$ cat config.mk
export PLATFORM = sky130hd
export DESIGN_NAME = trig_sample_fifo
export DESIGN_NICKNAME = d
export VERILOG_FILES = /design/src/rtl/tsf_pkg.sv /design/src/rtl/tsf_ctrl.sv /design/src/rtl/tsf_store.sv /design/src/rtl/tsf_status.sv /design/src/rtl/trig_sample_fifo.sv
export SDC_FILE = /design/constraint.sdc
export NUM_CORES = 2
export LEC_CHECK = 0
export BUFFER_PORTS_ARGS = -buffer_cell sky130_fd_sc_hd__buf_2
export CAP_MARGIN = 5
export CORE_UTILIZATION = 42
export DETAILED_ROUTE_END_ITERATION = 7
export GPL_TIMING_DRIVEN = 0
export HOLD_SLACK_MARGIN = 0.12
export SETUP_SLACK_MARGIN = 0.02
export SKIP_LAST_GASP = 1
export SYNTH_ARGS = -nofsm -noshare
export SYNTH_HDL_FRONTEND = slang
export SYNTH_HIERARCHICAL = 1
export SYNTH_SLANG_ARGS = --single-unit
$ cat constraint.sdc
create_clock -name clk -period 6.8 [get_ports clk]
set_input_delay 1.02 -clock clk [delete_from_list [all_inputs] [get_ports clk]]
set_output_delay 1.02 -clock clk [all_outputs]
set_load 0.02 [all_outputs]
$ cat src/rtl/tsf_pkg.sv
package tsf_pkg;
  typedef enum logic [1:0] {
    MODE_BYPASS = 2'd0,
    MODE_FILL   = 2'd1,
    MODE_STREAM = 2'd2,
    MODE_TRIG   = 2'd3
  } mode_e;
endpackage

$ cat src/rtl/tsf_ctrl.sv
module tsf_ctrl
  import tsf_pkg::*;
#(
  parameter int DEPTH = 32,
  localparam int AW  = $clog2(DEPTH),
  localparam int CAP = DEPTH + 1,
  localparam int CW  = $clog2(CAP + 1)
) (
  input  logic          clk,
  input  logic          rst,
  input  logic          cfg_we,
  input  logic [1:0]    cfg_mode,
  input  logic          cfg_trig_sel,
  input  logic [AW-1:0] cfg_samples,
  input  logic          smp_valid,
  input  logic          trig_in,
  input  logic          rd_stb,
  input  logic [CW-1:0] cnt,
  output logic          push,
  output logic          pop,
  output mode_e         mode_q,
  output logic          trig_q,
  output mode_e         mode_nxt,
  output logic [AW-1:0] nsamp_nxt,
  output logic          sel_nxt,
  output logic          trig_nxt
);
  logic [AW-1:0] nsamp_q;
  logic          sel_q;
  logic          rd_pop, pre_trig, overwrite, drop;
  logic [CW-1:0] limit;

  // admission decision for the incoming sample
  always_comb begin
    rd_pop    = rd_stb && !cfg_we && (mode_q != MODE_BYPASS) && (cnt != '0);
    pre_trig  = (mode_q == MODE_TRIG) && !trig_q;
    limit     = pre_trig ? CW'(nsamp_q) : CW'(CAP);
    overwrite = (mode_q == MODE_STREAM) || pre_trig;
    push      = 1'b0;
    drop      = 1'b0;
    if (!cfg_we && smp_valid && (mode_q != MODE_BYPASS)) begin
      if ((cnt < limit) || rd_pop) begin
        push = 1'b1;
      end else if (overwrite && (cnt != '0)) begin
        push = 1'b1;
        drop = 1'b1;
      end
    end
    pop = rd_pop || drop;
  end

  always_comb begin
    mode_nxt  = cfg_we ? mode_e'(cfg_mode) : mode_q;
    nsamp_nxt = cfg_we ? cfg_samples : nsamp_q;
    sel_nxt   = cfg_we ? cfg_trig_sel : sel_q;
    trig_nxt  = cfg_we ? 1'b0 : (trig_q || ((mode_q == MODE_TRIG) && trig_in));
  end

  always_ff @(posedge clk) begin
    if (rst) begin
      mode_q  <= MODE_BYPASS;
      nsamp_q <= '1;
      sel_q   <= 1'b0;
      trig_q  <= 1'b0;
    end else begin
      mode_q  <= mode_nxt;
      nsamp_q <= nsamp_nxt;
      sel_q   <= sel_nxt;
      trig_q  <= trig_nxt;
    end
  end
endmodule

$ cat src/rtl/tsf_store.sv
module tsf_store #(
  parameter int DEPTH = 32,
  parameter int SW    = 48,
  localparam int AW  = $clog2(DEPTH),
  localparam int CAP = DEPTH + 1,
  localparam int CW  = $clog2(CAP + 1)
) (
  input  logic          clk,
  input  logic          rst,
  input  logic          flush,
  input  logic          push,
  input  logic          pop,
  input  logic          thru,
  input  logic [SW-1:0] din,
  output logic [SW-1:0] head,
  output logic [CW-1:0] cnt,
  output logic [CW-1:0] cnt_nxt
);
  logic [SW-1:0] mem [DEPTH];
  logic [AW-1:0] rd_ptr, wr_ptr;
  logic [SW-1:0] mem_rd;
  logic          ram_we;

  assign mem_rd = mem[rd_ptr];
  // a sample bypasses the array when the output stage is (or becomes) empty
  assign ram_we = push && !flush && (cnt != '0) && !(pop && (cnt == CW'(1)));

  always_comb begin
    if (flush) cnt_nxt = '0;
    else       cnt_nxt = cnt + CW'(push) - CW'(pop);
  end

  always_ff @(posedge clk) begin
    if (ram_we) mem[wr_ptr] <= din;
  end

  always_ff @(posedge clk) begin
    if (rst) begin
      cnt    <= '0;
      rd_ptr <= '0;
      wr_ptr <= '0;
      head   <= '0;
    end else if (flush) begin
      cnt    <= '0;
      rd_ptr <= '0;
      wr_ptr <= '0;
    end else begin
      cnt <= cnt_nxt;
      if (thru) head <= din;
      if (pop) begin
        if (cnt > CW'(1)) begin
          head   <= mem_rd;
          rd_ptr <= rd_ptr + AW'(1);
        end else if (push) begin
          head <= din;
        end
      end else if (push && (cnt == '0)) begin
        head <= din;
      end
      if (ram_we) wr_ptr <= wr_ptr + AW'(1);
    end
  end
endmodule

$ cat src/rtl/tsf_status.sv
module tsf_status
  import tsf_pkg::*;
#(
  parameter int DEPTH = 32,
  localparam int AW  = $clog2(DEPTH),
  localparam int CAP = DEPTH + 1,
  localparam int CW  = $clog2(CAP + 1)
) (
  input  logic          clk,
  input  logic          rst,
  input  mode_e         mode_nxt,
  input  logic [AW-1:0] nsamp_nxt,
  input  logic          sel_nxt,
  input  logic          trig_nxt,
  input  logic [CW-1:0] cnt_nxt,
  output logic          wm,
  output logic          irq1,
  output logic          irq2
);
  always_ff @(posedge clk) begin
    if (rst) begin
      wm   <= 1'b0;
      irq1 <= 1'b0;
      irq2 <= 1'b0;
    end else begin
      wm   <= (nsamp_nxt == '0) ||
              ((mode_nxt != MODE_BYPASS) && (cnt_nxt >= CW'(nsamp_nxt)));
      irq1 <= trig_nxt && !sel_nxt;
      irq2 <= trig_nxt && sel_nxt;
    end
  end
endmodule

$ cat src/rtl/trig_sample_fifo.sv
module trig_sample_fifo
  import tsf_pkg::*;
#(
  parameter int DEPTH = 32,
  parameter int DW    = 16,
  parameter int AXES  = 3,
  localparam int AW  = $clog2(DEPTH),
  localparam int CAP = DEPTH + 1,
  localparam int CW  = $clog2(CAP + 1),
  localparam int SW  = DW * AXES
) (
  input  logic          clk,
  input  logic          rst,
  input  logic          cfg_we,
  input  logic [1:0]    cfg_mode,
  input  logic          cfg_trig_sel,
  input  logic [AW-1:0] cfg_samples,
  input  logic          smp_valid,
  input  logic [DW-1:0] smp_x,
  input  logic [DW-1:0] smp_y,
  input  logic [DW-1:0] smp_z,
  input  logic          trig_in,
  input  logic          rd_stb,
  output logic [SW-1:0] out_data,
  output logic [CW-1:0] entries,
  output logic          stat_trig,
  output logic          stat_wm,
  output logic          irq1,
  output logic          irq2
);
  logic [DW-1:0] axis_in [AXES];
  logic [SW-1:0] din;
  logic          push, pop, load_thru, trig_q, sel_nxt, trig_nxt;
  mode_e         mode_q, mode_nxt;
  logic [AW-1:0] nsamp_nxt;
  logic [CW-1:0] cnt, cnt_nxt;

  assign axis_in[0] = smp_x;
  assign axis_in[1] = smp_y;
  if (AXES > 2) begin : g_z
    assign axis_in[2] = smp_z;
  end

  for (genvar a = 0; a < AXES; a++) begin : g_pack
    assign din[a*DW +: DW] = axis_in[a];
  end

  assign load_thru = smp_valid && !cfg_we && (mode_q == MODE_BYPASS);

  tsf_ctrl #(.DEPTH(DEPTH)) u_ctrl (
    .clk(clk), .rst(rst), .cfg_we(cfg_we), .cfg_mode(cfg_mode),
    .cfg_trig_sel(cfg_trig_sel), .cfg_samples(cfg_samples),
    .smp_valid(smp_valid), .trig_in(trig_in), .rd_stb(rd_stb), .cnt(cnt),
    .push(push), .pop(pop), .mode_q(mode_q), .trig_q(trig_q),
    .mode_nxt(mode_nxt), .nsamp_nxt(nsamp_nxt), .sel_nxt(sel_nxt),
    .trig_nxt(trig_nxt)
  );

  tsf_store #(.DEPTH(DEPTH), .SW(SW)) u_store (
    .clk(clk), .rst(rst), .flush(cfg_we), .push(push), .pop(pop),
    .thru(load_thru), .din(din), .head(out_data), .cnt(cnt), .cnt_nxt(cnt_nxt)
  );

  tsf_status #(.DEPTH(DEPTH)) u_status (
    .clk(clk), .rst(rst), .mode_nxt(mode_nxt), .nsamp_nxt(nsamp_nxt),
    .sel_nxt(sel_nxt), .trig_nxt(trig_nxt), .cnt_nxt(cnt_nxt),
    .wm(stat_wm), .irq1(irq1), .irq2(irq2)
  );

  assign entries   = cnt;
  assign stat_trig = trig_q;
endmodule

# == Yosys cells after proc, flatten, opt, wreduce, memory -nomap -nowiden ==
# Memory sizes are Yosys's and may differ from the RTL's. A register that Yosys moved wholly into a read port is not among the register bits.
# Cells that the tools add are included.
# W data, S select, Z words.
# op_classes
n_addsub,4
eq_ne,3
n_lt_le_gt_ge,3
muxes,20
n_reduce_logical,34
# op_table
operator,count
$mux W48,5
$logic_and A1 B1 Y1,17
$mux W5,3
$mux W6,2
$add A5 B1 Y5 const B,2
$mux W1,9
$add A6 B1 Y6,1
$eq A6 B1 Y1 const B,1
$ge A6 B5 Y1,1
$gt A6 B1 Y1 const B,1
$logic_not A6 Y1,1
$lt A6 B6 Y1,1
$reduce_bool A6 Y1,1
$sub A6 B1 Y6,1
$logic_not A5 Y1,1
$logic_or A1 B1 Y1,5
$eq A2 B2 Y1 const B,2
$logic_not A1 Y1,4
$reduce_bool A2 Y1,2
$logic_not A2 Y1,1
$mux W2,1
$reduce_and A2 Y1,1
$reduce_or A2 Y1,1
# word_totals
memories,1
in_bits,62
regBits,76
word_cells,76
ramBits,1536
out_inout_bits,58
# memory_table
name,words,width,rd,rd_ports_with_merged_regs,write_ports,line,source
u_store.mem,32,48,1,1,1,tsf_store.sv:19,logic [SW-1:0] mem [DEPTH];

# == Logic depth before layout (Yosys ltp) ==
# depth
word_depth,13
depth_mapped,21
mapped_depth_nobuf,21

# == Cells and area by module ==
# Netlist, hierarchy kept.
# by_module_without_submodules
mod,seq_area_each_um2,area_each_um2,n_inst,cells_per_inst
tsf_store,47505.6,62273.5,1,3329
tsf_ctrl,180.2,548.0,1,59
tsf_status,60.1,236.5,1,26
trig_sample_fifo,0.0,15.0,1,1

# == Worst setup path before layout ==
# No wires, ideal clock.
# synth_path
path_kind,reg2reg
startpoint,reg u_ctrl.mode_q[1]
endpoint,"mem u_store.mem[31][0], enable pin"
n_path_buf,0
path_stages_with_launch,13
setup_time_ns,0.454
synth_period_minus_slack_ns,5.287
t_arrival_ns,4.833
slack_ns,1.513
required_time_ns,6.346
cell_sequence,dfxtp_1 -> nand2_1 -> nor2_1 -> nand2_1 -> ha_1 -> and3_1 -> a221oi_1 -> o21a_1 -> o21ai_0 -> nand2b_1 -> a21oi_1 -> nand2_1 -> nor2_1
# synth_via
elab_chain_cells,13
elab_cells_between_ends,25
classes_between,order compare: 1; eq/ne: 2; mux: 8; reduce/logical: 14
# synth_rtl
element,line,source
"start, declared",tsf_ctrl.sv:21,"output mode_e mode_q,"
"start signal, assigned",tsf_ctrl.sv:66,mode_q <= mode_nxt;
$eq A2 B2 Y1,tsf_ctrl.sv:36,pre_trig = (mode_q == MODE_TRIG) && !trig_q;
$logic_and A1 B1 Y1,tsf_ctrl.sv:36,
$mux W6 or $logic_or A1 B1 Y1 (tied branches),"tsf_ctrl.sv:37, tsf_ctrl.sv:38",
$lt A6 B6 Y1 or $logic_and A1 B1 Y1 (tied branches),"tsf_ctrl.sv:42, tsf_ctrl.sv:44",
$logic_or A1 B1 Y1 or $mux W1 (tied branches),"tsf_ctrl.sv:42, tsf_ctrl.sv:44",
$mux W1,tsf_ctrl.sv:42,if ((cnt < limit) || rd_pop) begin
$mux W1,tsf_ctrl.sv:41,if (!cfg_we && smp_valid && (mode_q != MODE_BYPASS)) begin
$logic_or A1 B1 Y1 *,tsf_ctrl.sv:49,pop = rd_pop || drop;
via pop,trig_sample_fifo.sv:33,"logic push, pop, load_thru, trig_q, sel_nxt, trig_nxt;"
$logic_and A1 B1 Y1 *,tsf_store.sv:26,assign ram_we = push && !flush && (cnt != '0) && !(pop && (cnt == CW'(1)));
$logic_not A1 Y1 *,tsf_store.sv:26,
$logic_and A1 B1 Y1 *,tsf_store.sv:26,
$mux W1 *,tsf_store.sv:34,if (ram_we) mem[wr_ptr] <= din;
$mux W1 (not written as such) *,tsf_store.sv:34,
"end, declared",tsf_store.sv:19,
# Mark *: on every way through the listed nets, which the timed path passes. The rest lies on a longest branch.

# == Final worst setup path ==
# layout_path
startpoint,reg u_ctrl.mode_q[1]
endpoint,"mem u_store.mem[7][3], enable pin"
# Same word-level chain as after synthesis.

==> metrics.txt <==
outcome=finished, final reports clean; crit share post-route=78.25%; die area=151,700 um2; layout cells sized above 1=20.96%; Netlist cell types=68; iteration count of the initial detailed-routing pass=5; Max clock buf depth=3; CTS Root Cell=clkbuf_16; ys async rst share=0%; synthesized cell area=approximately 63,000 um2; final net count=about 3,900; Layout Skew=19.76 ps; CTS tree=built; Synth Instances=3,415; RSZ-0062 raised after global routing=no; vias in the first global route=between 30,000 and 40,000; most frequent cells in the layout=edfxtp_1 (1,536), mux2i_1 (286), clkbuf_16 (172); Crit Path Class=reg -> reg; Post-synth EDFFs=approximately 1,500; Max VDD drop=between 0.0002 and 0.00025 V; P&R area growth vs syn=15.87%; Rows=141; Hold Buf Count CTS=0; Slew Viols, Final=0; Post-DP HPWL=around 110,000 um; Req. time, crit path=about 7300 ps; via-per-instance ratio=5.748; clock buffer count from CTS=approximately 170; Place WS=about 1600 ps; overall routing resource usage=between 20% and 30%; Avg Inst Size Synth=around 18 um2; Initial Util=a little over two fifths; Hold Vio Cnt, Final=0; critical path capture point type=register; post-route ant nets=0; post_cts resized=0; Die X=389.5 um; synthesis warning total=6; Placer Congestion=just over 0.8; maxcap violations=0; sequential fraction of the synthesis area=75.70%; number of port buffers=between 100 and 150; #FFs+latches synth=1,617; Residual DRC=0; actual slew at the worst max-slew pin=between 1000 and 1500 ps; GRT Residual Overflow=0; height of the die=approximately 400 um; Clk Latency, worst-skew pair=between 700 and 800 ps; syn_nets=3,502; top_reg_cell synth=edfxtp_1; largest net degree at the start of global routing=35; leakage power=between 0.02 and 0.025 uW; Tmin final=~5300 ps; Core ar.=roughly 150,000 um2; drt total wl=approximately 160,000 um; final setup fails=0; Vias=approximately 34,000; overall power=roughly 20,000 uW; most common cell after layout, fill and taps aside=edfxtp_1; Relative slew margins=under 10%; WL per Instance=around 28 um; first-pass GRT wire length=~240,000 um; setup ws final=about 1500 ps; Min Hold Slack=520.4 ps; clock sinks=roughly 1,600; CP Launch Type=register; worst-path maximum fanout=21; initial antenna violation count=6; Power per Cell Area=approximately 280 nW/um2; I/O pins=120; Hold Path Class=reg -> reg; Clock Pin Slew Worst Setup and Hold Paths=roughly 60 ps; setup bufs post-CTS=0; H-Tree Depth=4; Iter 0 DRT Violations=roughly 3,300; critical path arrival=approximately 5800 ps; Peak Freq=around 190 MHz
## cell usage after synthesis, drive strengths merged, types with 20 or more instances
library cell	number	area [um2]
a22oi	138	1036
a41oi	47	411.6
buf	118	808.3
edfxtp	1536	46120
o221ai	47	411.6
or4	48	364.1
nand2	113	424.2
ha	24	300.3
nand4	51	319.1
mux2i	286	2863
mux2	101	1137
nor2	106	405.4
dfxtp	81	1622
nor2b	106	663.1
inv	20	75.07
mux4	146	3288
or3	48	300.3
o22ai	93	581.8
a211oi	101	763.2
clkbuf	92	352.8
## path summary, 6_finish.rpt
check,from,endpoint,slack [ps],depth (start not counted)
worst max-delay path,u_ctrl/mode_q[1]$_SDFF_PP0_,u_store/mem[7][3]$_DFFE_PP_,1480,14
worst min-delay path,u_store/head[46]$_SDFFE_PP0N_,u_store/head[46]$_SDFFE_PP0N_,520,2
worst max register to register,u_ctrl/mode_q[1]$_SDFF_PP0_,u_store/mem[7][3]$_DFFE_PP_,1480,14
worst min register to register,u_store/head[46]$_SDFFE_PP0N_,u_store/head[46]$_SDFFE_PP0N_,520,2
## worst max-delay path, stage by stage (launching register included)
cell	delay, ps
dfxtp_1	490
nand2_1	110
nor2_1	320
nand2_1	110
ha_1	270
and3_1	200
a221oi_1	320
o21a_1	200
o21ai_0	240
nand2b_1	240
a21oi_1	630
nand2_1	690
nor2_4	680
buf_16	250
buf_12	200
## kinds of logic (layout without fill, tap and decap cells)
kind of cell,Yosys count,after routing,share of synthesized area [%]
AND/OR/NAND/NOR,531,531,4.584
multiplexers,533,533,11.56
flip-flops,1617,1617,75.70
buffers and inverters,230,723,1.960
XOR/XNOR,11,11,0.1527
AO/OA/AOI/OAI,468,468,5.541
adder cells (fa/ha/maj),25,25,0.5078
other,0,8,0
## stage by stage
step / cells / area [um2] / TNS [ps] / util [%]
2_1_floorplan: 3415 / 63070 / 0 / -
3_3_place_gp: 5536 / 66170 / -2479190 / 44.60
3_5_place_dp: 5601 / 67750 / 0 / 45.66
4_1_cts: 5909 / 73060 / 0 / 49.24
5_1_grt: 5910 / 73060 / 0 / 49.24
6_report: 5918 / 73080 / 0 / 49.26
## final cells by class
class	count	area [um2]
clock buffer	230	4662
antenna	8	20.02
fill	12170	75290
clock inverter	78	644.4
timing repair buffer	185	1934
multi-input combinational	1568	14330
buffer	210	1165
tap	2002	2505
inverter	20	75.07
sequential	1617	47750
## per-layer routing
layer  vias to the layer above  GRT usage (%)  wire length, um  part of all wire (%)
met5                         -              0                0                     0
met4                         0          6.650             4346                   2.7
met3                       239          3.675             9597                   5.9
met2                      1114          36.52            81860                    50
met1                     17940          28.61            68080                    42
li1                      14720              -                -                     -
## flip-flops by register name, summed over array words and instances (netlist names), named ones only
register and flops:
u_ctrl/nsamp_q 5, u_status/irq1 1, u_status/irq2 1, u_store/head 48
u_store/mem 1536, u_store/wr_ptr 5, u_store/cnt 6, u_store/rd_ptr 5
u_ctrl/mode_q 2, u_ctrl/sel_q 1, u_status/wm 1, u_ctrl/trig_q 1
## power by group
| group | internal [uW] | switching, uW |
|---|---|---|
| logic | 97.2 | 353 |
| registers | 10900 | 24.8 |
| clock network | 5100 | 3750 |
Power figures use the tool's default switching activity.
